[src/rtl/memsum_pkg.sv]
package memsum_pkg;

    localparam int WORD_W = 32;
    localparam int RIDX_W = 3;

    localparam logic [7:0] CMD_CHECKSUM = 8'h5A;

    typedef enum logic {
        ST_IDLE = 1'b0,
        ST_CSUM = 1'b1
    } mc_state_e;

    typedef enum logic [RIDX_W-1:0] {
        RI_CMD  = 3'd0,
        RI_BASE = 3'd1,
        RI_LEN  = 3'd2,
        RI_KICK = 3'd3,
        RI_STAT = 3'd4,
        RI_SUM  = 3'd5,
        RI_FLAG = 3'd6,
        RI_MASK = 3'd7
    } reg_idx_e;

    typedef struct packed {
        logic state_csum;
        logic error;
        logic processing;
        logic ready;
    } status_t;

    function automatic logic [WORD_W-1:0] pack_status(input status_t s);
        return {{(WORD_W-4){1'b0}}, s};
    endfunction

endpackage

[src/rtl/memsum_ctrl.sv]
module memsum_ctrl
    import memsum_pkg::*;
#(
    parameter int LEN_W = 16
) (
    input  logic             clk,
    input  logic             rst,
    input  logic             kick,
    input  logic [7:0]       cmd,
    input  logic [LEN_W-1:0] len,
    input  logic             done,
    output mc_state_e        state,
    output logic             start,
    output logic             reject,
    output logic             xition
);

    logic len_ok;

    assign len_ok = (len != '0) && (len[1:0] == 2'b00);
    assign start  = kick && (state == ST_IDLE) && (cmd == CMD_CHECKSUM) && len_ok;
    assign reject = kick && !start;
    assign xition = start || ((state == ST_CSUM) && done);

    always_ff @(posedge clk) begin
        if (rst) begin
            state <= ST_IDLE;
        end else begin
            case (state)
                ST_IDLE: if (start) state <= ST_CSUM;
                ST_CSUM: if (done)  state <= ST_IDLE;
                default: state <= ST_IDLE;
            endcase
        end
    end

endmodule

[src/rtl/memsum_walker.sv]
module memsum_walker #(
    parameter int ADDR_W = 16
) (
    input  logic              clk,
    input  logic              rst,
    input  logic              start,
    input  logic [ADDR_W-1:0] base,
    input  logic [ADDR_W-3:0] nwords,
    output logic              mem_req,
    output logic [ADDR_W-1:0] mem_addr,
    output logic              rvld,
    output logic              done
);

    localparam int WC_W = ADDR_W - 2;
    localparam logic [ADDR_W-1:0] STEP = ADDR_W'(4);

    logic [ADDR_W-1:0] ptr;
    logic [WC_W-1:0]   iss_left;
    logic [WC_W-1:0]   rsp_left;

    assign mem_req  = (iss_left != '0);
    assign mem_addr = ptr;
    assign done     = rvld && (rsp_left == WC_W'(1));

    always_ff @(posedge clk) begin
        if (rst) begin
            ptr      <= '0;
            iss_left <= '0;
            rsp_left <= '0;
            rvld     <= 1'b0;
        end else begin
            rvld <= mem_req;
            if (start) begin
                ptr      <= {base[ADDR_W-1:2], 2'b00};
                iss_left <= nwords;
                rsp_left <= nwords;
            end else begin
                if (mem_req) begin
                    ptr      <= ptr + STEP;
                    iss_left <= iss_left - WC_W'(1);
                end
                if (rvld) begin
                    rsp_left <= rsp_left - WC_W'(1);
                end
            end
        end
    end

endmodule

[src/rtl/memsum_accum.sv]
module memsum_accum
    import memsum_pkg::*;
(
    input  logic              clk,
    input  logic              rst,
    input  logic              clr,
    input  logic              add,
    input  logic [WORD_W-1:0] din,
    output logic [WORD_W-1:0] sum
);

    always_ff @(posedge clk) begin
        if (rst || clr) begin
            sum <= '0;
        end else if (add) begin
            sum <= sum + din;
        end
    end

endmodule

[src/rtl/memsum_engine.sv]
module memsum_engine
    import memsum_pkg::*;
#(
    parameter int ADDR_W = 16
) (
    input  logic              clk,
    input  logic              rst,
    input  logic              reg_wr,
    input  logic [2:0]        reg_waddr,
    input  logic [31:0]       reg_wdata,
    input  logic [2:0]        reg_raddr,
    output logic [31:0]       reg_rdata,
    output logic              mem_req,
    output logic [ADDR_W-1:0] mem_addr,
    input  logic [31:0]       mem_rdata,
    output logic              irq
);

    logic [7:0]        cmd_q;
    logic [ADDR_W-1:0] base_q;
    logic [ADDR_W-1:0] len_q;
    logic              flag_q;
    logic              mask_q;
    logic              err_q;

    logic              kick;
    mc_state_e         state;
    logic              start;
    logic              reject;
    logic              xition;
    logic              done;
    logic              rvld;
    logic [WORD_W-1:0] sum;
    status_t           stat;

    assign kick = reg_wr && (reg_idx_e'(reg_waddr) == RI_KICK) && reg_wdata[0];
    assign irq  = flag_q && !mask_q;

    memsum_ctrl #(.LEN_W(ADDR_W)) u_ctrl (
        .clk    (clk),
        .rst    (rst),
        .kick   (kick),
        .cmd    (cmd_q),
        .len    (len_q),
        .done   (done),
        .state  (state),
        .start  (start),
        .reject (reject),
        .xition (xition)
    );

    memsum_walker #(.ADDR_W(ADDR_W)) u_walk (
        .clk      (clk),
        .rst      (rst),
        .start    (start),
        .base     (base_q),
        .nwords   (len_q[ADDR_W-1:2]),
        .mem_req  (mem_req),
        .mem_addr (mem_addr),
        .rvld     (rvld),
        .done     (done)
    );

    memsum_accum u_acc (
        .clk (clk),
        .rst (rst),
        .clr (start),
        .add (rvld),
        .din (mem_rdata),
        .sum (sum)
    );

    always_ff @(posedge clk) begin
        if (rst) begin
            cmd_q  <= '0;
            base_q <= '0;
            len_q  <= '0;
            flag_q <= 1'b0;
            mask_q <= 1'b0;
            err_q  <= 1'b0;
        end else begin
            if (reg_wr) begin
                case (reg_idx_e'(reg_waddr))
                    RI_CMD:  cmd_q  <= reg_wdata[7:0];
                    RI_BASE: base_q <= reg_wdata[ADDR_W-1:0];
                    RI_LEN:  len_q  <= reg_wdata[ADDR_W-1:0];
                    RI_MASK: mask_q <= reg_wdata[0];
                    RI_FLAG: if (reg_wdata[0]) flag_q <= 1'b0;
                    default: ;
                endcase
            end
            if (xition) flag_q <= 1'b1;
            if (start) begin
                err_q <= 1'b0;
            end else if (reject) begin
                err_q <= 1'b1;
            end
        end
    end

    always_comb begin
        stat.state_csum = (state == ST_CSUM);
        stat.error      = err_q;
        stat.processing = (state == ST_CSUM);
        stat.ready      = (state == ST_IDLE);
        case (reg_idx_e'(reg_raddr))
            RI_CMD:  reg_rdata = {24'd0, cmd_q};
            RI_BASE: reg_rdata = 32'(base_q);
            RI_LEN:  reg_rdata = 32'(len_q);
            RI_STAT: reg_rdata = pack_status(stat);
            RI_SUM:  reg_rdata = sum;
            RI_FLAG: reg_rdata = {31'd0, flag_q};
            RI_MASK: reg_rdata = {31'd0, mask_q};
            default: reg_rdata = '0;
        endcase
    end

endmodule

[config.mk]
export PLATFORM = sky130hd
export DESIGN_NAME = memsum_engine
export DESIGN_NICKNAME = d
export VERILOG_FILES = /design/src/rtl/memsum_pkg.sv /design/src/rtl/memsum_ctrl.sv /design/src/rtl/memsum_walker.sv /design/src/rtl/memsum_accum.sv /design/src/rtl/memsum_engine.sv
export SDC_FILE = /design/constraint.sdc
export NUM_CORES = 1
export LEC_CHECK = 0
export ABC_AREA = 1
export BUFFER_PORTS_ARGS = -buffer_cell sky130_fd_sc_hd__buf_2
export CORE_MARGIN = 2
export CORE_UTILIZATION = 54
export CTS_BUF_LIST = sky130_fd_sc_hd__clkbuf_8
export DETAILED_ROUTE_END_ITERATION = 12
export GPL_ROUTABILITY_DRIVEN = 1
export PLACE_DENSITY_LB_ADDON = 0.3
export SLEW_MARGIN = 5
export SYNTH_ARGS = -nofsm -noshare
export SYNTH_HDL_FRONTEND = slang
export SYNTH_SLANG_ARGS = --single-unit
[constraint.sdc]
create_clock -name clk -period 1.91 [get_ports clk]
set_input_delay 0.0955 -clock clk [delete_from_list [all_inputs] [get_ports clk]]
set_output_delay 0.0955 -clock clk [all_outputs]
set_load 0.05 [all_outputs]
---- Word-level counts from Yosys, hierarchy flattened ----
Cells that the tools add are included.
storage, ports and cells
  logic and storage cells ................. 75
  register bits after elaboration ......... 121
  input port bits ......................... 73
  output and inout port bits .............. 50
operators by class
  reduce and logical (&&, ||, !) cells .... 30
  bitwise operators ....................... 1
  add/subtract/negate cells ............... 4
  mux-type cells .......................... 14
  equality and inequality tests ........... 13
operator list
  cell                                                   count
  one-hot mux 32 bit (7 select lines)                    1
  two-way mux 14 bit                                     4
  adder 32 bit                                           1
  two-way mux 16 bit                                     2
  subtractor 14 x 1 -> 14 bit (second input constant)    2
  equality test 3 bit (second input constant)            6
  adder 16 x 3 -> 16 bit (second input constant)         1
  nonzero test 16 bit                                    1
  equality test 14 x 1 -> 1 bit (second input constant)  1
  nonzero test 14 bit                                    1
  logical AND 1 bit                                      10
  nonzero test 2 bit                                     5
  equality test 3 x 2 -> 1 bit (second input constant)   3
  equality test 8 x 7 -> 1 bit (second input constant)   1
  AND reduction 2 bit                                    4
  equality test 3 x 1 -> 1 bit (second input constant)   2
  logical NOT 3 bit                                      2
  two-way mux 1 bit                                      6
  AND reduction 3 bit                                    1
  logical NOT 1 bit                                      2
  logical NOT 2 bit                                      1
  logical OR 1 bit                                       2
  one-hot mux 1 bit (2 select lines)                     1
  OR reduction 2 bit                                     1
  inverter 1 bit                                         1

---- Longest topological paths before layout ----
  depth in word-level cells ............... 9
  gate-level depth with buffers ........... 13
  mapped depth without buffers ............ 13

---- Modules after synthesis ----
A second synthesis with hierarchy kept.
second synthesis, totals
  cells, all modules ...................... 1507
  area, all modules ....................... 8973.6 um^2
by module, submodules not included
  module         area each (um^2)  times used  cells each
  memsum_accum   3682.3            1           679
  memsum_walker  2688.8            1           412
  memsum_engine  2401.1            1           378
  memsum_ctrl    201.4             1           38

---- Worst setup path before layout ----
OpenSTA, ideal clock, no wires.
  path type ............................... input to output
  start point ............................. input port reg_raddr[2]
  end point ............................... output port reg_rdata[4]
  setup slack ............................. -0.007 ns
  arrival ................................. 1.822 ns
  cell stages on the path ................. 4
  data required time ...................... 1.814 ns
  path through ............................ inv_1 -> nor3_2 -> clkinv_1 -> o21ai_0
on the way
  longest elaborated chain between the ends .. 2
  elaborated cells on any way between the ends .. 8
ends and longest elaborated chain
  element                                            RTL line              source
  start, declared                                    memsum_engine.sv:11   input logic [2:0] reg_raddr,
  equality test 3 bit, or another cell as far along  memsum_engine.sv:106  case (reg_idx_e'(reg_raddr))
  one-hot mux 32 bit (7 select lines) (*)            memsum_engine.sv:106
  end, declared                                      memsum_engine.sv:12   output logic [31:0] reg_rdata,
Every way passes the cells marked *; elsewhere a longest branch is shown, timed or not.

---- Worst setup path after layout ----
  start point ............................. register u_walk.iss_left[6]
  end point ............................... output port mem_req
on the way
  longest elaborated chain between the ends .. 1
ends and longest elaborated chain
  element                 RTL line             source
  start, declared         memsum_walker.sv:19  logic [WC_W-1:0] iss_left;
  start signal, assigned  memsum_walker.sv:36  iss_left <= nwords;
  start signal, assigned  memsum_walker.sv:41  iss_left <= iss_left - WC_W'(1);
  nonzero test 14 bit     memsum_walker.sv:22  assign mem_req = (iss_left != '0);
  end, declared           memsum_engine.sv:13  output logic mem_req,
No other way between the ends.

==> run summary <==
TritonCTS built the clock tree. The synthesized area per cell is 6.00 um^2, and the total power per unit cell area is 1200 mW/mm^2. At the end of routability-driven placement, the weighted congestion stood at 0.985.

Once placement finished, the instance area stood at 0.00911 mm^2. For this run, the register share of the synthesized area comes to 28.9%. In the post-synthesis netlist, the cell with the most instances is sky130_fd_sc_hd__nand2_1. The critical path starts at u_walk.iss_left[6]$_SDFFE_PP0P_.

The tools report the via count of the first global-routing pass as 8332. Cells with a size suffix above 1 make up 15.1% of the layout. The logs give 0.0151 mm^2 for the area inside the core boundary and 0 for the Yosys warning count. The final-report max-slew violation count was 0; the final instance area was 0.00991 mm^2. In this run, placement finished with an instance count of 1664. Setup repair after global routing could not meet its margin everywhere.

The startpoint of the lowest-slack hold path was rst. The static power due to leakage was 0.00541 uW. The synthesized design contains 119 register bits. In this run the worst path has a maximum fanout of 5. The run finished with clean final reports. The critical path data arrival time came out at 1.76 ns.

Across the run, the number of max-cap violations was 0. Between clock sinks in the finished design, the worst skew comes to 0.0151 ns. The longest clock path from root to sink contains 2 buffers. The final hold violation count is 0, and the final worst-path cycle share is 97.0%.

The die covers 0.0163 mm^2. The number of routed nets with antenna violations was 0; the number of buffers created by CTS was 17. The tools report the type of origin of the critical path as a register.

The share of Yosys cell area claimed by the top area cell type was 28.9%; the fill cell instance count of the final layout was 1431. VDD sags by at most 0.628 mV. The net count of the finished layout is 1622.

The clock sink count is 119. The routed via count divided by cell count works out to 5.30. The tools report the area of the multi-input gates as 0.00500 mm^2.

Global routing finished with a remaining overflow of 0. After detailed routing, the total wire length is 24600 um. The count of cells in the finished layout, fillers not included, comes to 1713. 0 antenna diodes ended up in the layout.

The tools report the detailed-route DRC error count as 0. The height of the chip is 128 um. The area added between synthesis and finish is 20.0%, and the maximum clock frequency is 540 MHz. The initial antenna violation count was 0; the global-route wire length before repair was 39100 um. The horizontal extent of the die works out to 128 um. Number of flops mapped to enable cells by yosys: 0. For the placement row count, the log shows 45.

The tree is rooted in a sky130_fd_sc_hd__clkbuf_8. Class of the worst hold path: input port to register. The HPWL after detailed placement was 18300 um.

The number of instances in the synthesized netlist is 1376, and the I/O pin count is 123. The final number of setup-violating endpoints came out at 0. In this run the critical register-to-register path is launched from u_acc.sum[3]$_SDFFE_PP0P_.

By area the synthesized netlist is led by sky130_fd_sc_hd__dfxtp_1 29%, sky130_fd_sc_hd__nand2_1 17%, sky130_fd_sc_hd__inv_1 11%, sky130_fd_sc_hd__nor2_1 7.8%, sky130_fd_sc_hd__nand3_1 7.2%. The run gives 0.00239 mm^2 as the register area. The minimum clock period came out at 1.85 ns. The critical path class is register to output port. The worst setup path is captured at an output port. The global-route usage over all layers is 30.2%, and the iteration-0 DRC count of the detailed router is 646. The fraction of registers with async set/reset was 0%. In the final routed layout, each cell accounts on average for 14.4 um.

The pre-antenna-repair detailed-routing pass consisted of 5 iterations. Of all cell types, the one taking the most synthesized area is sky130_fd_sc_hd__dfxtp_1. For the clock latency on the worst-skew pair, the log shows 0.46 ns.

The most instantiated flip-flop cell in the synthesis netlist was sky130_fd_sc_hd__dfxtp_1. Once the floorplan was initialized, standard cells occupied 54.7% of the core. The clock-pin slew of the registers on the worst-case setup and hold paths was 0.07 ns. Entering global routing, the biggest net connects 44 pins. The worst slew margin relative to its limit is 64.0%.

The mapped netlist covers 0.00826 mm^2. The number of levels the H-tree was split into is 4, and the total number of vias is 9084. The transition time at the pin with the least slew margin works out to 0.536 ns. The commonest cells after synthesis are 384 x sky130_fd_sc_hd__nand2_1, 235 x sky130_fd_sc_hd__inv_1, 172 x sky130_fd_sc_hd__nor2_1, 119 x sky130_fd_sc_hd__dfxtp_1, 118 x sky130_fd_sc_hd__nand3_1. The number of library cell types mapped by synthesis came out at 37. The quantity of I/O buffers inserted on ports came out at 104.

At the worst endpoint, the required time is 1.81 ns.
==> critical path: stages (launching register included) <==
cell                      delay (ns)
sky130_fd_sc_hd__dfxtp_1        0.36
sky130_fd_sc_hd__nor2_2         0.17
sky130_fd_sc_hd__nand3_2        0.11
sky130_fd_sc_hd__nor3_4         0.20
sky130_fd_sc_hd__nand2_2        0.10
sky130_fd_sc_hd__buf_4          0.17
sky130_fd_sc_hd__buf_4          0.19
==> report_power, final <==
group,switching (uW),internal [uW]
clock,1110,1310
combinational,3760,2230
sequential,494,3010
total,5360,6550
==> cell type report <==
cell class	instances	area share (%)
Timing Repair Buffer	157	9.83
Inverter	241	9.13
Clock inverter	14	1.62
Clock buffer	18	2.50
Multi-Input combinational cell	976	50.4
Sequential cell	119	24.1
Tap cell	188	2.37
==> worst paths after layout <==
kind	endpoint	slack (ns)	depth (start not counted)
worst max-delay path	mem_req	0.06	6
worst min-delay path	err_q$_SDFFE_PP0P_	0.01	4
worst max register to register	u_acc.sum[17]$_SDFFE_PP0P_	0.08	13
worst min register to register	len_q[5]$_SDFFE_PP0P_	0.48	2
==> kinds of logic after synthesis <==
family	after synthesis	synth area share [%]
compound gates	178	11.8
other cells	1	0.0454
flops	119	28.9
buf+inv	282	13.2
simple gates	710	35.2
fa+ha+maj	37	5.70
xor+xnor	49	5.20
==> placed cells by master (no fill, tap or decap), types with 5 or more instances in the layout <==
cell,n
sky130_fd_sc_hd__clkbuf_8,18
sky130_fd_sc_hd__buf_2,103
sky130_fd_sc_hd__nor3_1,11
sky130_fd_sc_hd__nand2_2,12
sky130_fd_sc_hd__inv_2,6
sky130_fd_sc_hd__ha_1,27
sky130_fd_sc_hd__dfxtp_1,113
sky130_fd_sc_hd__a21oi_1,75
sky130_fd_sc_hd__buf_4,37
sky130_fd_sc_hd__nand4_1,10
sky130_fd_sc_hd__nor2_2,5
sky130_fd_sc_hd__xor2_1,29
sky130_fd_sc_hd__ha_2,5
sky130_fd_sc_hd__dlygate4sd3_1,16
sky130_fd_sc_hd__xnor2_1,20
sky130_fd_sc_hd__nand3_1,110
sky130_fd_sc_hd__nand3_2,7
sky130_fd_sc_hd__dfxtp_2,6
sky130_fd_sc_hd__inv_1,237
sky130_fd_sc_hd__nand2_1,372
sky130_fd_sc_hd__o21ai_0,62
sky130_fd_sc_hd__nor2_1,166
sky130_fd_sc_hd__o21ai_1,7
sky130_fd_sc_hd__nor3_2,6
sky130_fd_sc_hd__a22oi_1,8
==> state kept, by name (all words and copies together), names as in the netlist, 8 cells and up <==
| signal | flops |
|---|---|
| u_walk.mem_addr | 14 |
| cmd_q | 8 |
| u_acc.sum | 32 |
| u_walk.iss_left | 14 |
| base_q | 16 |
| len_q | 16 |
| u_walk.rsp_left | 14 |
==> metal layers <==
metal,routed length (um),share of wire (%),global-route usage (%),vias to the layer above
met2,12000,49,52.8,367
met3,1520,6.2,5.19,71
met5,0,0,0,-
met4,853,3.5,12.7,0
li1,-,-,-,4569
met1,10200,42,36.8,4077
==> repair_timing <==
| item | 4_1_cts | 5_1_grt |
|---|---|---|
| pin swaps | 0 | 7 |
| endpoints found under the hold margin | 41 | 0 |
| setup buffers | 0 | 1 |
| resized for setup | 3 | 55 |
| endpoints found under the setup margin | 5 | 39 |
| hold buffers | 16 | 0 |
==> stage by stage <==
stage	TNS (ns)	hold WS (ns)	setup slack (ns)	util, %	power [uW]
after detailed placement	-0.152	0.369	-0.0615	60.4	9090
after CTS	0	0.00117	0.00182	64.2	11600
after floorplan	0	0.230	0.0255	-	7770
after global placement	-0.0823	0.356	-0.0392	60.4	8960
after global routing	-0.325	0.0253	-0.0593	65.7	12900
final	0	0.0118	0.0577	65.7	11900
Note: power is estimated with default switching activity, not from simulation.
